### src/rtl/spchar_pkg.sv
package spchar_pkg;
  localparam int NUM_FLAGS = 6;
  localparam int FLAG_XON1  = 0;
  localparam int FLAG_XON2  = 1;
  localparam int FLAG_XOFF1 = 2;
  localparam int FLAG_XOFF2 = 3;
  localparam int FLAG_BRK   = 4;
  localparam int FLAG_ADDR  = 5;
  localparam int NUM_MATCH  = 4;
  localparam int CHAR_W     = 8;
  localparam int REG_W      = 8;
  // longest frame: start + 8 data + parity + 2 stop
  localparam int MAX_FRAME  = 12;
  typedef logic [NUM_FLAGS-1:0] flag_vec_t;
endpackage

### src/rtl/spchar_match.sv
module spchar_match
  import spchar_pkg::*;
(
  input  logic                  chr_fire,
  input  logic [CHAR_W:0]       chr_data,
  input  logic [NUM_MATCH*CHAR_W-1:0] ref_chars,
  input  logic                  spchar_en,
  input  logic                  multidrop_en,
  output logic [NUM_MATCH-1:0]  hit_vec,
  output logic                  addr_hit
);
  for (genvar g = 0; g < NUM_MATCH; g++) begin : g_cmp
    assign hit_vec[g] = chr_fire && spchar_en &&
                        (chr_data[CHAR_W-1:0] == ref_chars[g*CHAR_W +: CHAR_W]);
  end
  assign addr_hit = chr_fire && multidrop_en && chr_data[CHAR_W];
endmodule

### src/rtl/spchar_break_det.sv
module spchar_break_det
  import spchar_pkg::*;
#(
  parameter int CNT_W = $clog2(MAX_FRAME + 2)
) (
  input  logic       clk,
  input  logic       rst_n,
  input  logic       rx_line,
  input  logic       bit_tick,
  input  logic [1:0] data_bits,
  input  logic       parity_en,
  input  logic       two_stop,
  output logic       brk_evt
);
  logic [CNT_W-1:0] low_cnt;
  logic [CNT_W-1:0] frame_len;
  logic             armed;

  always_comb begin
    frame_len = CNT_W'(6) + CNT_W'(data_bits) + CNT_W'(parity_en)
              + (two_stop ? CNT_W'(2) : CNT_W'(1));
  end

  assign brk_evt = !rx_line && bit_tick && armed && (low_cnt == frame_len);

  always_ff @(posedge clk) begin
    if (!rst_n) begin
      low_cnt <= '0;
      armed   <= 1'b1;
    end else if (rx_line) begin
      low_cnt <= '0;
      armed   <= 1'b1;
    end else if (bit_tick && armed) begin
      if (low_cnt == frame_len) begin
        low_cnt <= '0;
        armed   <= 1'b0;
      end else begin
        low_cnt <= low_cnt + CNT_W'(1);
      end
    end
  end

  assert_break_once_R9: assert property (@(posedge clk) disable iff (!rst_n)
    brk_evt |=> !brk_evt);
  assert_break_after_low_R8: assert property (@(posedge clk) disable iff (!rst_n)
    brk_evt |-> $past(!rx_line));
endmodule

### src/rtl/spchar_status.sv
module spchar_status
  import spchar_pkg::*;
(
  input  logic      clk,
  input  logic      rst_n,
  input  flag_vec_t set_vec,
  input  logic      clr,
  output flag_vec_t status
);
  for (genvar g = 0; g < NUM_FLAGS; g++) begin : g_bit
    always_ff @(posedge clk) begin
      if (!rst_n)            status[g] <= 1'b0;
      else if (set_vec[g])   status[g] <= 1'b1;
      else if (clr)          status[g] <= 1'b0;
    end
  end

  assert_sticky_R3: assert property (@(posedge clk) disable iff (!rst_n)
    !clr |=> ((status & $past(status)) == $past(status)));
  assert_clear_on_read_R3: assert property (@(posedge clk) disable iff (!rst_n)
    (clr && set_vec == '0) |=> (status == '0));
  assert_event_survives_R4: assert property (@(posedge clk) disable iff (!rst_n)
    (clr && set_vec != '0) |=> ((status & $past(set_vec)) == $past(set_vec)));
endmodule

### src/rtl/uart_spchar_irq.sv
module uart_spchar_irq
  import spchar_pkg::*;
#(
  parameter int          ADDR_W      = 5,
  parameter logic [4:0]  STATUS_ADDR = 5'h06
) (
  input  logic              clk,
  input  logic              rst_n,
  input  logic              rx_valid,
  output logic              rx_ready,
  input  logic [8:0]        rx_data,
  input  logic [7:0]        xon1_char,
  input  logic [7:0]        xon2_char,
  input  logic [7:0]        xoff1_char,
  input  logic [7:0]        xoff2_char,
  input  logic              spchar_en,
  input  logic              multidrop_en,
  input  logic [1:0]        data_bits,
  input  logic              parity_en,
  input  logic              two_stop,
  input  logic              rx_line,
  input  logic              bit_tick,
  input  logic              rd_en,
  input  logic [ADDR_W-1:0] rd_addr,
  output logic [7:0]        rd_data,
  input  logic [5:0]        irq_mask,
  output logic              spchar_irq
);
  localparam int PAD_W = REG_W - NUM_FLAGS;

  logic                 chr_fire;
  logic                 rd_hit;
  logic [NUM_MATCH-1:0] hit_vec;
  logic                 addr_hit;
  logic                 brk_evt;
  flag_vec_t            set_vec;
  flag_vec_t            status;

  assign rx_ready = 1'b1;
  assign chr_fire = rx_valid && rx_ready;
  assign rd_hit   = rd_en && (rd_addr == ADDR_W'(STATUS_ADDR));

  spchar_match u_match (
    .chr_fire     (chr_fire),
    .chr_data     (rx_data),
    .ref_chars    ({xoff2_char, xoff1_char, xon2_char, xon1_char}),
    .spchar_en    (spchar_en),
    .multidrop_en (multidrop_en),
    .hit_vec      (hit_vec),
    .addr_hit     (addr_hit)
  );

  spchar_break_det u_brk (
    .clk       (clk),
    .rst_n     (rst_n),
    .rx_line   (rx_line),
    .bit_tick  (bit_tick),
    .data_bits (data_bits),
    .parity_en (parity_en),
    .two_stop  (two_stop),
    .brk_evt   (brk_evt)
  );

  assign set_vec = {addr_hit, brk_evt, hit_vec};

  spchar_status u_stat (
    .clk     (clk),
    .rst_n   (rst_n),
    .set_vec (set_vec),
    .clr     (rd_hit),
    .status  (status)
  );

  assign rd_data    = rd_hit ? {{PAD_W{1'b0}}, status} : '0;
  assign spchar_irq = |(status & irq_mask);

  assert_unused_zero_R2: assert property (@(posedge clk) disable iff (!rst_n)
    rd_data[7:6] == 2'b00);
  assert_mask_off_R10: assert property (@(posedge clk) disable iff (!rst_n)
    (irq_mask == '0) |-> !spchar_irq);
  assert_spchar_off_R6: assert property (@(posedge clk) disable iff (!rst_n)
    (!spchar_en && !rd_en) |=> $stable(status[3:0]));
  assert_addr_off_R7: assert property (@(posedge clk) disable iff (!rst_n)
    (!multidrop_en && !rd_en) |=> $stable(status[5]));
endmodule

### config.mk
export PLATFORM = sky130hd
export DESIGN_NAME = uart_spchar_irq
export DESIGN_NICKNAME = d
export VERILOG_FILES = /design/src/rtl/spchar_pkg.sv /design/src/rtl/spchar_match.sv /design/src/rtl/spchar_break_det.sv /design/src/rtl/spchar_status.sv /design/src/rtl/uart_spchar_irq.sv
export SDC_FILE = /design/constraint.sdc
export NUM_CORES = 1
export LEC_CHECK = 0
export ABC_CLOCK_PERIOD_IN_PS = 2200
export BUFFER_PORTS_ARGS = -buffer_cell sky130_fd_sc_hd__buf_4
export CORE_UTILIZATION = 25
export DETAILED_ROUTE_END_ITERATION = 6
export PLACE_DENSITY = 0.6
export SLEW_MARGIN = 20
export SYNTH_ARGS = -nofsm -noshare
export SYNTH_HDL_FRONTEND = slang
export SYNTH_SLANG_ARGS = --single-unit
### constraint.sdc
create_clock -name clk -period 2.2 [get_ports clk]
set_input_delay 0.33 -clock clk [delete_from_list [all_inputs] [get_ports clk]]
set_output_delay 0.33 -clock clk [all_outputs]
set_load 0.1 [all_outputs]
Word-level counts from Yosys, hierarchy flattened
Index checks and enable logic that the tools add are counted.
Word-level totals
  input bits: 64
  word-level logic and storage cells: 52
  flip-flop bits (word level): 11
Cells by class
  bitwise gates (word level): 2
  reduce and logical (&&, ||, !) cells: 22
  add/subtract/negate cells: 4
  muxes and demuxes: 10
  equal/unequal tests: 6
Operators by type and width (number)
  equality test 8 bit: 4
  logical AND 1 bit: 12
  nonzero test 2 bit: 6
  two-way mux 1 bit: 7
  AND 6 bit: 1
  two-way mux 6 bit: 1
  OR reduction 6 bit: 1
  equality test 5 x 3 -> 1 bit (second input constant): 1
  adder 3 x 2 -> 4 bit (first input constant): 1
  adder 4 x 1 -> 4 bit: 1
  adder 4 x 1 -> 4 bit (second input constant): 1
  adder 4 bit: 1
  equality test 4 bit: 1
  two-way mux 4 bit: 1
  two-way mux 2 bit: 1
  AND reduction 2 bit: 1
  OR reduction 2 bit: 1
  logical NOT 1 bit: 1
  NOT 1 bit: 1

Depth between registers and ports, before layout
  depth in word-level cells: 6
  mapped depth: 10
  mapped depth without buffers: 10

Hierarchy
A second synthesis with hierarchy kept.
Second synthesis, totals
  cells, all modules: 139
  area, all modules: 1182.4 um^2
Modules (own cells, without submodules)
  spchar_match: sequential area each 0.0 um^2, cells each 51, times used 1, area each 410.4 um^2
  spchar_break_det: sequential area each 100.1 um^2, cells each 45, times used 1, area each 387.9 um^2
  spchar_status: sequential area each 120.1 um^2, cells each 18, times used 1, area each 202.7 um^2
  uart_spchar_irq: sequential area each 0.0 um^2, cells each 25, times used 1, area each 181.4 um^2

Least setup slack after synthesis
OpenSTA, ideal clock, no wires.
  kind: input-to-output
  start: input port rd_addr[4]
  end: output port rd_data[0]
  arrival time: 1.615 ns
  stages: 3
  path slack: 0.255 ns
  cell sequence: and4bb_2 and3b_2 and2_1
On the way
  word-level cells in the longest chain between the ends: 3
RTL lines
  start: declaration: RTL line uart_spchar_irq.sv:24  | input logic [ADDR_W-1:0] rd_addr,
  equality test 5 x 3 -> 1 bit: RTL line uart_spchar_irq.sv:41  | assign rd_hit = rd_en && (rd_addr == ADDR_W'(STATUS_ADDR));
  logical AND 1 bit: RTL line uart_spchar_irq.sv:41
  two-way mux 6 bit: RTL line uart_spchar_irq.sv:74  | assign rd_data = rd_hit ? {{PAD_W{1'b0}}, status} : '0;
  end: declaration: RTL line uart_spchar_irq.sv:25  | output logic [7:0] rd_data,
Every way passes these cells.

Worst setup path after layout
  start: input port data_bits[0]
  end: register u_brk.low_cnt[0]
On the way
  word-level cells in the longest chain between the ends: 5
RTL lines
  start: declaration: RTL line uart_spchar_irq.sv:18  | input logic [1:0] data_bits,
  adder 3 x 2 -> 4 bit: RTL line spchar_break_det.sv:20  | frame_len = CNT_W'(6) + CNT_W'(data_bits) + CNT_W'(parity_en)
  adder 4 x 1 -> 4 bit: RTL line spchar_break_det.sv:20
  adder 4 bit: RTL line spchar_break_det.sv:21  | + (two_stop ? CNT_W'(2) : CNT_W'(1));
  equality test 4 bit: RTL line spchar_break_det.sv:34  | if (low_cnt == frame_len) begin
  two-way mux 4 bit: RTL line spchar_break_det.sv:34
  end signal: assignment: RTL line spchar_break_det.sv:38  | low_cnt <= low_cnt + CNT_W'(1);
  end: declaration: RTL line spchar_break_det.sv:15  | logic [CNT_W-1:0] low_cnt;
Every way passes these cells.
A chain may end at the register's enable or synchronous reset.

==> summary.md <==
| Metric | Value |
|---|---|
| Via count of the first global-routing pass | `around 900` |
| Number of synthesis warnings | `0` |
| Placeable Area | `4000 µm²` |
| Part of the power in the clock network | `0.311` |
| Worst setup skew after layout | `between 2 and 2.5 ps` |
| Overall Global Routing Usage | `0.115` |
| DP HPWL | `2270 µm` |
| Number of synthesized register bits | `11` |
| Effective utilization at floorplan | `0.262` |
| Worst Path Required | `between 2000 and 2500 ps` |
| Beginning of the worst register-to-register path | `u_brk.low_cnt[0]$_SDFFE_PP0P_` |
| CTS Root Buffer Type | `clkbuf_8` |
| Total routed wirelength | `2550 µm` |
| Yosys top cell area share | `0.284` |
| Critical R2R Capture | `u_brk.low_cnt[0]$_SDFFE_PP0P_` |
| Arr. time, crit path | `about 1900 ps` |
| Area of the die | `4450 µm²` |
| Bufs on Longest Clock Path | `2` |
| Critical path launch point | `data_bits[0]` |
| Setup Buffers After CTS | `0` |
| Routability congestion estimate from global placement | `between 0.6 and 0.7` |
| Mapped Avg Cell Area | `8.38 µm²` |
| Total number of H-tree levels | `1` |
| Antenna Violating Nets Remaining | `0` |
| Worst-Skew Late Latency | `between 200 and 250 ps` |
| Cell types occupying the most area after synthesis | `xnor2_1 (28%), dfxtp_1 (21%), nand3_1 (5.3%), ha_1 (4.8%), nand4_1 (4.8%)` |
| Critical path fanouts, max | `4` |
| Crit-path slowest cell | `fa_1` |
| Synthesis-to-layout area growth | `54.8%` |
| Fraction of the yosys area taken by sequential cells | `0.210` |
| Worst r2r path cells | `4` |
| Share of final-layout standard cells stronger than drive strength 1 | `0.407` |
| Post-DR wirelength/cell | `10.6 µm` |
| Yosys cell types | `26` |
| Levels on crit path | `11` |
| Max capacitance violation total | `0` |
| Top Family by Delay on Critical Path | `adder cells` |
| Met1 wire length | `approximately 1100 µm` |
| Type of the tightest min-delay check | `in2reg` |
| Via density per instance | `4.32` |
| Net Sw Power | `179 µW` |
| Maximum vdd drop | `between 150 and 200 µV` |
| Setup TNS | `0 ps` |
| Setup repair after global routing missed its margin | `false` |
| Clock-pin transition on the worst setup and hold timing paths | `approximately 50 ps` |
| TritonCTS clock tree | `done` |
| Leading cell types in the layout, fill and taps excluded | `buf_4 (70), xnor2_1 (34), nand3_1 (11), dfxtp_1 (11), nand4_1 (8)` |
| Most repeated library cell on the critical path | `inv_1` |
| Leakage power | `0.000736 µW` |
| Number of buffers added on ports | `70` |
| Maximum number of pins on one net before global-route repair | `9` |
| Critical path's largest stage delay | `roughly 410 ps` |
| # hold bufs at CTS | `0` |
| Number of antenna violations at the first check in global routing | `0` |
| Most common cell after layout, fill and taps aside | `buf_4` |
| Nets | `259` |
| Cell Chain, Critical Path | `buf_4 > inv_1 > fa_1 > inv_1 > ha_1 > inv_1 > ha_1 > xor2_1 > nand3_1 > o21ai_2 > nor2_1` |
| Logic pwr share | `0.369` |
| Post-cts repair resize count | `0` |
| Fmax | `553 MHz` |
| Startpoint types | `input pin` |
| CTS buffer count | `3` |
| Number of setup violations in the final report | `0` |
| Sum of overflow across all layers after global routing | `0` |
| Final number of max-transition violations | `0` |
| End of the critical path | `u_brk.low_cnt[0]$_SDFFE_PP0P_` |
| Result of the run | `completed` |
| Vertical extent of the die | `66.7 µm` |
| Total power per unit cell area | `between 300 and 400 nW/µm²` |
| Internal Power | `about 460 µW` |
| Proportion of power drawn by flip-flops and latches | `0.320` |
| Switch share | `0.279` |
| Number of diodes | `0` |
| Standard-cell row count | `23` |
| Critical path type | `in2reg` |
| Met2 routed WL | `between 1000 and 1500 µm` |
| Hold Violations, Final | `0` |
| Metal3 WL | `354 µm` |
| Sum of buffers and inverters on the critical path | `4` |
| Width of the die | `66.7 µm` |
| Period utilisation layout | `0.823` |
| Clock sink total | `11` |
| Final Critical Period | `1810 ps` |
| # IOs | `74` |
| Global-route wire length before repair | `3960 µm` |
| Sort of element at the end of the critical path | `flop` |
| DRC violations left | `0` |
| Topmost layer with routed signal wires | `met4` |
| Post-route total power | `642 µW` |
| Drt pass-1 iters | `4` |
| Vias after detailed routing | `1032` |
| Worst reg2reg setup slack | `1090 ps` |
| Number of instances in the synthesized netlist | `125` |
| Synthesized cell area | `1050 µm²` |
| Post-Route Utilization | `0.405` |
| Iteration-0 DRC count of the detailed router | `27` |
| Most area-hungry cell type in the Yosys netlist | `xnor2_1` |
[registers in the layout (all words and copies together), names as in the netlist]
name           flops
u_brk.armed        1
u_brk.low_cnt      4
u_stat.status      6
[cells by family (layout without fill, tap and decap cells)]
logic type               count (synthesis)  after routing  share of synthesized area
other                                    2              3                    0.00717
flip-flops                              11             11                      0.210
buffers and inverters                   18             81                     0.0848
adder cells (fa/ha/maj)                  5              5                     0.0669
AND/OR/NAND/NOR                         38             38                      0.219
AO/OA/AOI/OAI                           12             12                     0.0860
XOR/XNOR                                39             39                      0.326
[how the worst min path moves through the flow]
stage          slack [ps]                             to                     startpoint  depth (start not counted)
3_3_place_gp          480  u_stat.status[2]$_SDFFE_PN0P_  u_stat.status[2]$_SDFFE_PN0P_                          2
6_report              380  u_stat.status[5]$_SDFFE_PN0P_                          rst_n                          2
4_1_cts               380  u_stat.status[5]$_SDFFE_PN0P_                          rst_n                          2
3_5_place_dp          490  u_stat.status[2]$_SDFFE_PN0P_  u_stat.status[2]$_SDFFE_PN0P_                          2
5_1_grt               400  u_stat.status[5]$_SDFFE_PN0P_                          rst_n                          2
2_1_floorplan         450  u_stat.status[3]$_SDFFE_PN0P_  u_stat.status[3]$_SDFFE_PN0P_                          2
[cells in the mapped netlist]
cell type and instances:
nand3b_4 1, xor2_1 5, xnor2_1 34, clkbuf_2 8
a32oi_1 1, dfxtp_1 11, inv_1 7, a32o_1 1
and3b_2 1, nor2_1 5, buf_4 3, a22oi_1 3
o21ai_0 1, nor2b_1 1, nand4_1 8, ha_1 4
nand2_1 3, and2_1 6, nand3_1 11, o31ai_1 4
conb_1 2, a21oi_1 1, fa_1 1, o21ai_2 1
and2b_1 1, and4bb_2 1
[area by class of cell]
cell class              count  area (µm²)
well taps                  50        62.6
flip-flops and latches     11         220
inverters                   7        26.3
repair buffers             70         526
fillers                   424        2380
clock buffers               4        45.0
multi-input cells          97         742
[layer usage]
metal / vias to the layer above / global-route usage
met5: - / 0
met3: 4 / 0.0342
met1: 429 / 0.144
met4: 0 / 0.0426
met2: 59 / 0.184
li1: 540 / -
[per-stage QoR]
stage,cell area (µm²),hold slack (ps),instances,worst slack (ps)
global placement,1580,484,235,158
floorplan,1050,453,126,255
global route,1620,398,239,230
detailed placement,1580,488,235,99.1
finish,1620,384,239,390
CTS,1620,383,239,359
[power groups by stage]
stage                     sequential [µW]  combinational [µW]  clock, µW
after floorplan                       209                 140          0
after global placement                210                 239          0
after detailed placement              210                 240          0
after CTS                             205                 241        203
after global routing                  206                 262        213
final                                 205                 237        199
(Power assumes the default switching activity.)
